==> config.mk <==
export PLATFORM = sky130hd
export DESIGN_NAME = sstack_sorter
export DESIGN_NICKNAME = d
export VERILOG_FILES = /design/src/rtl/sstack_pkg.sv /design/src/rtl/sstack_cell.sv /design/src/rtl/sstack_ctrl.sv /design/src/rtl/sstack_sorter.sv
export SDC_FILE = /design/constraint.sdc
export NUM_CORES = 1
export LEC_CHECK = 0
export BUFFER_PORTS_ARGS = -buffer_cell sky130_fd_sc_hd__clkbuf_2
export CAP_MARGIN = 20
export CORE_ASPECT_RATIO = 0.5
export CORE_MARGIN = 2
export CORE_UTILIZATION = 65
export DETAILED_ROUTE_END_ITERATION = 16
export PLACE_DENSITY = 0.84
export SLEW_MARGIN = 20
export SYNTH_ARGS = -nofsm -noshare
export SYNTH_HDL_FRONTEND = slang
export SYNTH_SLANG_ARGS = --single-unit
==> constraint.sdc <==
create_clock -name clk -period 7.65 [get_ports clk]
set_input_delay 1.53 -clock clk [delete_from_list [all_inputs] [get_ports clk]]
set_output_delay 1.53 -clock clk [all_outputs]
set_load 0.03 [all_outputs]
==> src/rtl/sstack_pkg.sv <==
package sstack_pkg;
  typedef enum logic {
    PH_FILL  = 1'b0,
    PH_DRAIN = 1'b1
  } phase_e;
endpackage

==> src/rtl/sstack_cell.sv <==
// One compare-exchange cell: two key slots, one comparator.
module sstack_cell #(
  parameter int KEY_W = 8
) (
  input  logic             clk,
  input  logic             rst,
  input  logic             step_push,
  input  logic             step_pop,
  input  logic             above_vld,
  input  logic [KEY_W-1:0] above_key,
  input  logic             below_vld,
  input  logic [KEY_W-1:0] below_key,
  output logic             lo_vld,
  output logic [KEY_W-1:0] lo_key,
  output logic             hi_vld,
  output logic [KEY_W-1:0] hi_key
);
  logic             a_vld, b_vld, b_first;
  logic [KEY_W-1:0] a_key, b_key;

  // Push: resident small key against the key from above.
  // Pop:  resident large key against the key from below.
  always_comb begin
    if (step_push) begin
      a_vld = lo_vld;    a_key = lo_key;
      b_vld = above_vld; b_key = above_key;
    end else begin
      a_vld = hi_vld;    a_key = hi_key;
      b_vld = below_vld; b_key = below_key;
    end
    // An empty slot ranks above every real key.
    b_first = b_vld && (!a_vld || (b_key < a_key));
  end

  always_ff @(posedge clk) begin
    if (rst) begin
      lo_vld <= 1'b0;
      hi_vld <= 1'b0;
      lo_key <= '0;
      hi_key <= '0;
    end else if (step_push || step_pop) begin
      // On push the old hi has just moved down; on pop the old lo has moved up.
      lo_vld <= b_first ? b_vld : a_vld;
      lo_key <= b_first ? b_key : a_key;
      hi_vld <= b_first ? a_vld : b_vld;
      hi_key <= b_first ? a_key : b_key;
    end
  end
endmodule

==> src/rtl/sstack_ctrl.sv <==
// Occupancy, phase and handshake control.
module sstack_ctrl
  import sstack_pkg::*;
#(
  parameter int CAP   = 8,
  parameter int CNT_W = 4
) (
  input  logic             clk,
  input  logic             rst,
  input  logic             in_valid,
  input  logic             out_ready,
  output logic             in_ready,
  output logic             out_valid,
  output logic             push_step,
  output logic             pop_step,
  output logic             full,
  output logic             empty,
  output logic [CNT_W-1:0] occupancy
);
  localparam logic [CNT_W-1:0] CAP_C = CNT_W'(CAP);
  localparam logic [CNT_W-1:0] ONE_C = CNT_W'(1);

  phase_e phase_q;

  always_comb begin
    empty     = (occupancy == '0);
    full      = (occupancy == CAP_C);
    out_valid = !empty;
    pop_step  = out_valid && out_ready;
    in_ready  = (phase_q == PH_FILL) && !full && !pop_step;
    push_step = in_valid && in_ready;
  end

  always_ff @(posedge clk) begin
    if (rst) begin
      phase_q   <= PH_FILL;
      occupancy <= '0;
    end else if (push_step) begin
      occupancy <= occupancy + ONE_C;
    end else if (pop_step) begin
      occupancy <= occupancy - ONE_C;
      phase_q   <= (occupancy == ONE_C) ? PH_FILL : PH_DRAIN;
    end
  end
endmodule

==> src/rtl/sstack_sorter.sv <==
// Stack of compare-exchange cells, top cell at the ports.
module sstack_sorter #(
  parameter int KEY_W  = 8,
  parameter int PE_CNT = 4
) (
  input  logic                                clk,
  input  logic                                rst,
  input  logic                                in_valid,
  output logic                                in_ready,
  input  logic [KEY_W-1:0]                    in_key,
  output logic                                out_valid,
  input  logic                                out_ready,
  output logic [KEY_W-1:0]                    out_key,
  output logic                                full,
  output logic                                empty,
  output logic [$clog2(2*PE_CNT+1)-1:0]       occupancy
);
  localparam int CAP   = 2 * PE_CNT;
  localparam int CNT_W = $clog2(CAP + 1);

  logic             push_step, pop_step;
  logic             lo_v [PE_CNT];
  logic             hi_v [PE_CNT];
  logic [KEY_W-1:0] lo_k [PE_CNT];
  logic [KEY_W-1:0] hi_k [PE_CNT];

  sstack_ctrl #(.CAP(CAP), .CNT_W(CNT_W)) u_ctrl (
    .clk       (clk),
    .rst       (rst),
    .in_valid  (in_valid),
    .out_ready (out_ready),
    .in_ready  (in_ready),
    .out_valid (out_valid),
    .push_step (push_step),
    .pop_step  (pop_step),
    .full      (full),
    .empty     (empty),
    .occupancy (occupancy)
  );

  for (genvar i = 0; i < PE_CNT; i++) begin : g_cell
    logic             up_v, dn_v;
    logic [KEY_W-1:0] up_k, dn_k;

    if (i == 0) begin : g_top
      assign up_v = 1'b1;
      assign up_k = in_key;
    end else begin : g_mid_up
      assign up_v = hi_v[i-1];
      assign up_k = hi_k[i-1];
    end

    if (i == PE_CNT - 1) begin : g_bottom
      assign dn_v = 1'b0;
      assign dn_k = '0;
    end else begin : g_mid_dn
      assign dn_v = lo_v[i+1];
      assign dn_k = lo_k[i+1];
    end

    sstack_cell #(.KEY_W(KEY_W)) u_cell (
      .clk       (clk),
      .rst       (rst),
      .step_push (push_step),
      .step_pop  (pop_step),
      .above_vld (up_v),
      .above_key (up_k),
      .below_vld (dn_v),
      .below_key (dn_k),
      .lo_vld    (lo_v[i]),
      .lo_key    (lo_k[i]),
      .hi_vld    (hi_v[i]),
      .hi_key    (hi_k[i])
    );
  end

  assign out_key = lo_k[0];
endmodule

==> flow_summary.toml, run 1 <==
[synth]
synth_ff_type = "dfxtp_1"
syn-instance-count = 608
synth_cell_type_count = 56
yosysTopAreaCellShare_pct = 30.31
yosysTopAreaCell = "dfxtp_1"
synth.most_common_cell = "dfxtp_1"
synth.area.top_cells = "dfxtp_1, ha_1, mux2i_1, nand3_1, a221o_1"
syn_area_um2 = 5086
synth_seq_area_share_pct = 30.31
syn-num-nets = 651
synth.avg_cell_area_um2 = 8.365
synth_edf_count = 0
synthArstFlopShare_pct = 0
synth_warnings = 0
synth.top_cells.by_count = "dfxtp_1, nand3_1, nor2_1, mux2i_1"
ys_seq_elements = 77

[timing]
final.setup.tns_ns = 0
setup_violations = 0
fin_worst_skew_ns = 0.007808
setup_ws_ns = 2.369
tightest_slew_ns = 1.084
fin_crit_ns = 5.281
max_freq_mhz = 189.3
post-route-period-util_pct = 69.04
grt_setup_unrepaired = "no"
slew_headroom_pct = 27.26
final-max-slew-violation-count = 0
hold_viol = 0

[clocking]
path_clk_slew_ns = 0.06
insertion_delay_ns = 0.34
cts_hold_buf = 0
cts_max_path_buffers = 2
cts_resized = 0
cts.htree.levels = 3
cts_buffers = 9
post-cts-setup-buffers = 0
cts-root-buf = "clkbuf_16"
cts_tree = "done"
cts.sinks = 77

[setup_path]
end_kind = "register"
slowest_delay_ns = 0.68
startpoint_type = "primary input"
worstPathRequired_ns = 7.84
cp-startpoint = "in_valid"
crit_chain = "clkbuf_2, nand2b_1, a211o_2, buf_4, mux2i_1, ha_1, nand3_1, a311oi_2, o2111ai_2, and2_1, o221ai_1"
cp_slowest_cell = "o2111ai_2"
rr_startpoint = "u_ctrl.occupancy[0]"
r2r_slack_ns = 2.81
critPathKind = "primary input to register"
cp_data_arrival_time_ns = 5.47
worstPathMaxFanout = 29

[floorplanning]
initial_core_util_pct = 68.18
core_area_um2 = 7460
ioPinCount = 28
row_count = 22
chipWidth_um = 129.1
design.die.area_um2 = 8592
chipHeight_um = 66.55

[route]
viasPerCell = 6.837
route.detailed.drc = 0
vias = 4909
dr.pass1.iters = 7
drt-wirelength-per-cell_um = 19.02
drt_iter0_drc = 712
wl_um = 13650
ant_nets = 0

[power]
vdd_drop_max_mv = 0.2463
power.density_nw_per_um2 = 318.6
p_leak_nw = 2.265

[final_layout]
num_antenna_cells = 0
fillCellCount = 539
design_area_um2 = 5550
layout-drive-gt1-share_pct = 10.33
final_cells = 718
finalNetCount = 649
areaGrowthSynthToFinish_pct = 9.127

[global_route]
grt_util_all_layers_pct = 32.91
grt_max_degree = 85
gr-total-overflow = 0
antenna_found_initial = 0
grt_pass1_wl_um = 22020
grt_pass1_vias = 4447

[hold_path]
hp-start = "g_cell[3].u_cell.hi_vld"
min-delay-path-class = "register to register"

[status]
outcome = "completed"

[job]
drv_cap = 0

[placement]
io_buffers = 27
gp_congestion = 0.8699
pre_cts_ws_ns = 2.203
placedCellCount = 702
post_dp_cell_area_um2 = 5209
post-dp-hpwl_um = 8592
[power by group]
part / internal, mW / switching, mW / leakage [nW] / total, mW
clock: 0.268 / 0.172 / 0.147 / 0.440
sequential: 0.444 / 0.0546 / 0.623 / 0.499
combinational: 0.253 / 0.576 / 1.49 / 0.830
total: 0.965 / 0.803 / 2.26 / 1.77
[layout by cell type (no fill, tap or decap), drive strengths merged, types with 3 or more instances in the layout]
master    n
nand3    58
o221ai    7
a21boi    3
ha       31
a2111oi   3
a211oi    8
clkbuf   38
mux2     14
a221o    27
a311oi    5
and2     11
o311ai   25
dfxtp    77
inv      23
a21o      8
o21ai    17
nor3     16
o211ai    6
a21oi    21
buf      10
nor2     55
a211o     3
nand2    35
nand2b    5
mux2i    37
and3     14
nor2b    23
[per-layer routing]
metal	up-vias	global-route usage, %	share of wire (%)
met5	-	0	0
met4	0	12.23	2.2
met3	36	8.755	11
met2	292	49.01	43
met1	2299	45.61	44
li1	2282	-	-
[layout make-up]
cell class	instances	area, µm²	area share [%]
inverter	23	86.33	1.555
tap	108	135.1	2.435
clock inverter	4	47.55	0.8566
timing repair buffer	37	230.2	4.148
clock buffer	11	252.7	4.554
sequential	77	1541	27.77
multi-input combinational	458	3257	58.68
[worst paths after layout]
kind                                                   end  depth (start not counted)
worst max-delay path            g_cell[2].u_cell.hi_key[7]                         11
worst max register to register  g_cell[2].u_cell.hi_key[7]                         12
worst min register to register     g_cell[3].u_cell.hi_vld                          2
worst min-delay path               g_cell[3].u_cell.hi_vld                          2
[worst max-delay path, delay by kind of cell]
kind	cells	cell delay [ns]
compound gates	4	1.64
simple gates	3	1.03
buf+inv	2	0.54
mux	1	0.40
fa+ha+maj	1	0.30
[cell families (layout without fill, tap and decap cells)]
logic type	Yosys count	after routing	synth area share (%)
muxes	51	51	10.38
xor gates and xnor gates	3	3	0.5167
AOI/OAI and AO/OA	147	147	23.27
buffers and inverters	73	75	6.101
adders and majority gates	31	31	7.626
DFF	77	77	30.31
and+or+nand+nor	226	226	21.80
[registers in the layout, indices dropped and copies added (netlist names)]
name	count
g_cell.u_cell.hi_key	32
u_ctrl.phase_q	1
g_cell.u_cell.hi_vld	4
u_ctrl.occupancy	4
g_cell.u_cell.lo_key	32
g_cell.u_cell.lo_vld	4
[through the flow]
stage	util, %	power, mW	hold slack (ns)
after floorplan	-	1.121	0.4435
after global placement	69.83	1.286	0.4578
after detailed placement	69.83	1.298	0.4658
after CTS	73.85	1.736	0.4762
after global routing	74.40	1.855	0.5003
final	74.40	1.768	0.4742
No activity file was read; power rests on OpenSTA's default activity.
==> run 2: changes to the inputs <==
- ABC_AREA: unset -> 1
- CORE_UTILIZATION: 65 -> 62
- PLACE_DENSITY: 0.84 -> 0.81
- clock period: 7.65 -> 5 ns (I/O delays scaled with it)
==> run 2 against run 1 <==
Worst setup slack got worse by 1.3 ns. Sequential share of layout area fell by 1.7 points. Synthesized cell count rose by 50%. Clock power rose by 40%. Clock skew fell by 0.0038 ns. Die area rose by 14%. Hold slack got worse by 0.0078 ns. Via count rose by 17%. Combinational power rose to 3.5 times the previous value. Core utilization fell by 6.4 points. Flip-flop and latch count did not move. Cell count rose by 43%. Largest cell class unchanged. Highest routed layer unchanged.
==> flow_summary.toml, run 2 <==
[power]
switching_share_pct = 51.80
p_switching_mw = 2.385
p_leak_nw = 2.974
power.density_nw_per_um2 = 777.3
finalPower_mw = 4.604
seqPwrFrac_pct = 22.8
vdd_drop_max_mv = 0.5631
power_frac_comb_pct = 63.8
p_clk_share_pct = 13.4
p_int_mw = 2.219

[synth]
synth_xor_xnor_area_share_pct = 0.1577
synth_top_family_by_area = "simple AND/OR/NAND/NOR gates"
synth.area.mux_share_pct = 0
syn_area_um2 = 5554
ys_seq_elements = 77
synth_edf_count = 0
synth.avg_cell_area_um2 = 6.097
syn-instance-count = 911
synthArstFlopShare_pct = 0
synth_compound_area_share_pct = 18.41
yosysTopAreaCell = "dfxtp_1"
synth.top_cells.by_count = "nand2_1, nor2_1, inv_1, o21ai_0, nand3_1"
synth_warnings = 0
synthAdderAreaFrac_pct = 6.984
synth_ff_type = "dfxtp_1"
synthSimpleGateAreaFrac_pct = 33.63
yosysTopAreaCellShare_pct = 27.75
syn-num-nets = 954
synth_cell_type_count = 32
synth_seq_area_share_pct = 27.75
synth.most_common_cell = "nand2_1"
synth.area.top_cells = "dfxtp_1, nand2_1, o21ai_0, nor2_1, nand3_1"

[final_layout]
regArea_um2 = 1541
multiInputGateArea_um2 = 3293
layout-drive-gt1-share_pct = 8.361
final_cell_mix = "nand2_1, nor2_1, inv_1"
finalNetCount = 947
num_antenna_cells = 0
final_common_cell = "nand2_1"
final_cells = 1026
reg_top3 = "g_cell.u_cell.hi_key: 32 flops, g_cell.u_cell.lo_key: 32 flops"
design_area_um2 = 5923
fillCellCount = 796
areaGrowthSynthToFinish_pct = 6.646

[timing]
fin_crit_ns = 3.940
final-max-slew-violation-count = 0
max_freq_mhz = 253.8
post-route-period-util_pct = 78.79
tightest_slew_ns = 1.016
slew_headroom_pct = 32.13
grt_setup_unrepaired = "no"
setup_violations = 0
fin_worst_skew_ns = 0.004021
hold_viol = 0
setup_ws_ns = 1.060
final.setup.tns_ns = 0

[clocking]
cts_hold_buf = 0
cts_buffers = 9
insertion_delay_ns = 0.34
cts_max_path_buffers = 2
post-cts-setup-buffers = 0
cts-root-buf = "clkbuf_16"
cts.sinks = 77
cts_resized = 0
cts.htree.levels = 3
cts_tree = "done"
path_clk_slew_ns = 0.06

[setup_path]
critPathKind = "register to register"
r2r_slack_ns = 1.06
worstPathMaxFanout = 38
reg2reg_depth = 19
startpoint_type = "register"
end_kind = "register"
cp_data_arrival_time_ns = 4.17
worstPathRequired_ns = 5.23

[floorplanning]
design.die.area_um2 = 9777
initial_core_util_pct = 63.78
ioPinCount = 28
core_area_um2 = 8708
row_count = 24
chipWidth_um = 137.9
chipHeight_um = 70.93

[placement]
placedCellCount = 1010
io_buffers = 27
gp_congestion = 0.8922
post_dp_cell_area_um2 = 5650
post-dp-hpwl_um = 8817
pre_cts_ws_ns = 1.011

[global_route]
grt_max_degree = 87
grt_pass1_vias = 5066
grt_pass1_wl_um = 23760
antenna_found_initial = 0
gr-total-overflow = 0
grt_util_all_layers_pct = 29.93

[route]
route.detailed.drc = 0
dr.pass1.iters = 5
drt_iter0_drc = 660
vias = 5765
wl_um = 13650
viasPerCell = 5.619
ant_nets = 0
drt-wirelength-per-cell_um = 13.31

[status]
outcome = "completed"

[hold_path]
hold_depth = 2
min-delay-path-class = "register to register"

[job]
drv_cap = 0
run 2: cell types whose count changed after synthesis, sizes merged, moves of 13 or more:
cell / before / now
mux2: 14 / 0
o21ai: 17 / 98
nor2b: 23 / 0
nand2: 35 / 229
and3: 14 / 0
inv: 23 / 111
a21boi: 3 / 16
a21oi: 21 / 59
o311ai: 25 / 0
mux2i: 37 / 0
a221o: 27 / 0
nor2: 55 / 118
nand3: 58 / 85
buf: 16 / 33
run 2: power groups by stage:
stage / combinational, mW / clock [mW] / sequential (mW)
2_1_floorplan: 2.32 / 0 / 1.07
3_3_place_gp: 2.80 / 0 / 1.05
3_5_place_dp: 2.87 / 0 / 1.05
4_1_cts: 2.91 / 0.623 / 1.04
5_1_grt: 3.40 / 0.643 / 1.08
6_report: 2.94 / 0.615 / 1.05
run 2: critical path, cell delays in order (launching register included):
cell	delay, ns
dfxtp_1	0.38
inv_1	0.11
ha_1	0.25
nand2_1	0.09
nor2_2	0.07
nor2_8	0.20
nand3_4	0.22
buf_4	0.32
o21ai_0	0.35
inv_1	0.09
ha_1	0.31
a21oi_1	0.16
nor2_1	0.05
a211oi_1	0.16
nand2_1	0.08
nand2_1	0.36
buf_4	0.32
a21boi_0	0.11
nor2_1	0.11
nor2_1	0.05
run 2: through the flow:
stage,util (%),hold WS [ns]
final,68.02,0.4664
after global routing,68.02,0.5032
after CTS,68.02,0.4693
after detailed placement,64.89,0.4580
after global placement,64.89,0.4533
after floorplan,-,0.4410
run 2: cell families (layout without fill, tap and decap cells):
group           after synthesis  count (layout)
compound gates              185             185
xor+xnor                      1               1
fa+ha+maj                    31              31
buf+inv                     170             168
flops                        77              77
simple gates                447             447
run 2: metal layers:
metal | vias up | wire (µm) | global-route usage (%)
li1 | 2922 | - | -
met1 | 2613 | 6597 | 43.47
met2 | 218 | 5948 | 45.21
met3 | 12 | 1004 | 6.595
met4 | 0 | 103 | 7.483
met5 | - | 0 | 0
run 2: cell type report:
| type | instances | share of cell area, % |
|---|---|---|
| Inverter | 111 | 7.034 |
| Clock buffer | 15 | 4.520 |
| Clock inverter | 1 | 0.08450 |
| Tap cell | 117 | 2.471 |
| Timing Repair Buffer | 41 | 4.267 |
| Multi-Input combinational cell | 664 | 55.60 |
| Sequential cell | 77 | 26.02 |
run 2: worst paths after layout:
kind,from,end
worst min register to register,g_cell[3].u_cell.hi_vld,g_cell[3].u_cell.hi_vld
worst max register to register,u_ctrl.occupancy[0],g_cell[1].u_cell.hi_key[2]
worst min-delay path,g_cell[3].u_cell.hi_vld,g_cell[3].u_cell.hi_vld
worst max-delay path,u_ctrl.occupancy[0],g_cell[1].u_cell.hi_key[2]
==> run 3: changes to the inputs <==
- clock period: 5 -> 3.85 ns (I/O delays scaled with it)
==> run 3 against run 2 <==
Cell count is 0.68% higher. Critical path depth is 1 higher. Count of clock-buffer cells in the layout is 5 lower. Via count is 0.94% lower. First-iteration DRC count is 22% lower. Register-to-register slack worse by 0.74 ns. Global-route usage is 0.89 points higher. Hold slack hardly changed. Core utilization is 1.8 points higher. Design area is 2.7% higher. Non-clock buffer count is 8 higher. Clock power is 58% higher. Largest cell class unchanged. Largest power group unchanged.
==> flow_summary.toml, run 3 (synthesis results as in run 2) <==
[status]
outcome = "completed"

[clocking]
cts_tree = "done"
insertion_delay_ns = 0.35
cts.sinks = 77
path_clk_slew_ns = 0.07
cts_hold_buf = 0
cts_max_path_buffers = 2
cts-root-buf = "clkbuf_16"
cts_buffers = 9
cts.htree.levels = 3

[setup_path]
critPathKind = "register to register"
end_kind = "register"
worstPathMaxFanout = 20
startpoint_type = "register"
cp_data_arrival_time_ns = 3.80
worstPathRequired_ns = 4.12
reg2reg_depth = 20

[global_route]
grt_pass1_vias = 5136
grt_max_degree = 59
gr-total-overflow = 0
grt_util_all_layers_pct = 30.81
grt_pass1_wl_um = 24140
antenna_found_initial = 0

[hold_path]
hold_depth = 2
min-delay-path-class = "register to register"

[timing]
hold_viol = 0
fin_worst_skew_ns = 0.008459
fin_crit_ns = 3.530
final-max-slew-violation-count = 0
setup_violations = 0
tightest_slew_ns = 0.8972
post-route-period-util_pct = 91.69
max_freq_mhz = 283.3
hold_ws_ns = 0.4659
slew_headroom_pct = 40.12
grt_setup_unrepaired = "yes"

[job]
drv_cap = 0

[floorplanning]
row_count = 24
design.die.area_um2 = 9777
ioPinCount = 28
chipHeight_um = 70.93
chipWidth_um = 137.9
core_area_um2 = 8708
initial_core_util_pct = 63.78

[placement]
gp_congestion = 0.9055
io_buffers = 27
post-dp-hpwl_um = 9365

[route]
vias = 5711
drt-wirelength-per-cell_um = 13.66
dr.pass1.iters = 5
viasPerCell = 5.529
ant_nets = 0
wl_um = 14120
drt_iter0_drc = 517
route.detailed.drc = 0

[final_layout]
num_antenna_cells = 0
layout-drive-gt1-share_pct = 9.607
final_cell_mix = "nand2_1, nor2_1, inv_1"
post-route-util_pct = 69.84
reg_top3 = "g_cell.u_cell.hi_key: 32 flops, g_cell.u_cell.lo_key: 32 flops"
finalNetCount = 955
final_common_cell = "nand2_1"
areaGrowthSynthToFinish_pct = 9.507

[power]
power.density_nw_per_um2 = 1034
finalPower_mw = 6.289
vdd_drop_max_mv = 0.6130
p_leak_nw = 3.056
==> run 3: cell type report <==
type                       instances  area (µm²)
sequential                        77        1541
multi-input combinational        664        3298
inverter                         111       416.7
tap                              117       146.4
timing repair buffer              49       350.3
clock inverter                     5       100.1
clock buffer                      10       229.0
fill                             803        2626
==> run 3: worst paths after layout <==
check | from | to | slack [ns]
hold reg to reg | g_cell[3].u_cell.hi_vld | g_cell[3].u_cell.hi_vld | 0.47
hold / removal | g_cell[3].u_cell.hi_vld | g_cell[3].u_cell.hi_vld | 0.47
setup / recovery | u_ctrl.occupancy[0] | g_cell[2].u_cell.lo_key[1] | 0.32
setup reg to reg | u_ctrl.occupancy[0] | g_cell[2].u_cell.lo_key[1] | 0.32
==> run 3: metrics by stage <==
step,area [µm²],setup WS (ns),cells,TNS (ns)
after global routing,6082,-0.02912,1033,-0.03445
after detailed placement,5748,0.3229,1018,0
after global placement,5748,0.5135,1018,0
after floorplan,5554,0.4133,911,0
after CTS,6077,0.3055,1033,0
final,6082,0.3201,1033,0
==> run 3: what timing repair did <==
item	in CTS	in global routing
gates resized for setup	0	2
setup buffers	0	0
setup endpoints to repair	0	11
==> run 3: critical path, cell delays in order (launching register included) <==
cell      delay (ns)
dfxtp_1         0.39
inv_1           0.11
ha_1            0.25
nand2_1         0.09
nor2_2          0.06
nor2_8          0.18
nand3_4         0.12
inv_2           0.32
buf_4           0.27
o21ai_0         0.17
ha_1            0.24
a21oi_1         0.13
nor2_1          0.05
a211oi_1        0.18
nand2_1         0.10
nand2_2         0.22
buf_4           0.25
nand3_1         0.09
nand2_1         0.07
nor2_1          0.05
nor2_1          0.10
==> run 3: power by group <==
part           switching, mW  internal [mW]
sequential             0.225           1.14
clock                  0.346          0.628
combinational           2.59           1.36
==> run 3: routing by layer <==
| metal | global-route usage, % | up-vias | wire, µm |
|---|---|---|---|
| met5 | 0 | - | 0 |
| met4 | 6.009 | 0 | 116 |
| met3 | 8.172 | 14 | 1063 |
| met2 | 47.41 | 178 | 6038 |
| met1 | 43.85 | 2585 | 6898 |
| li1 | - | 2934 | - |
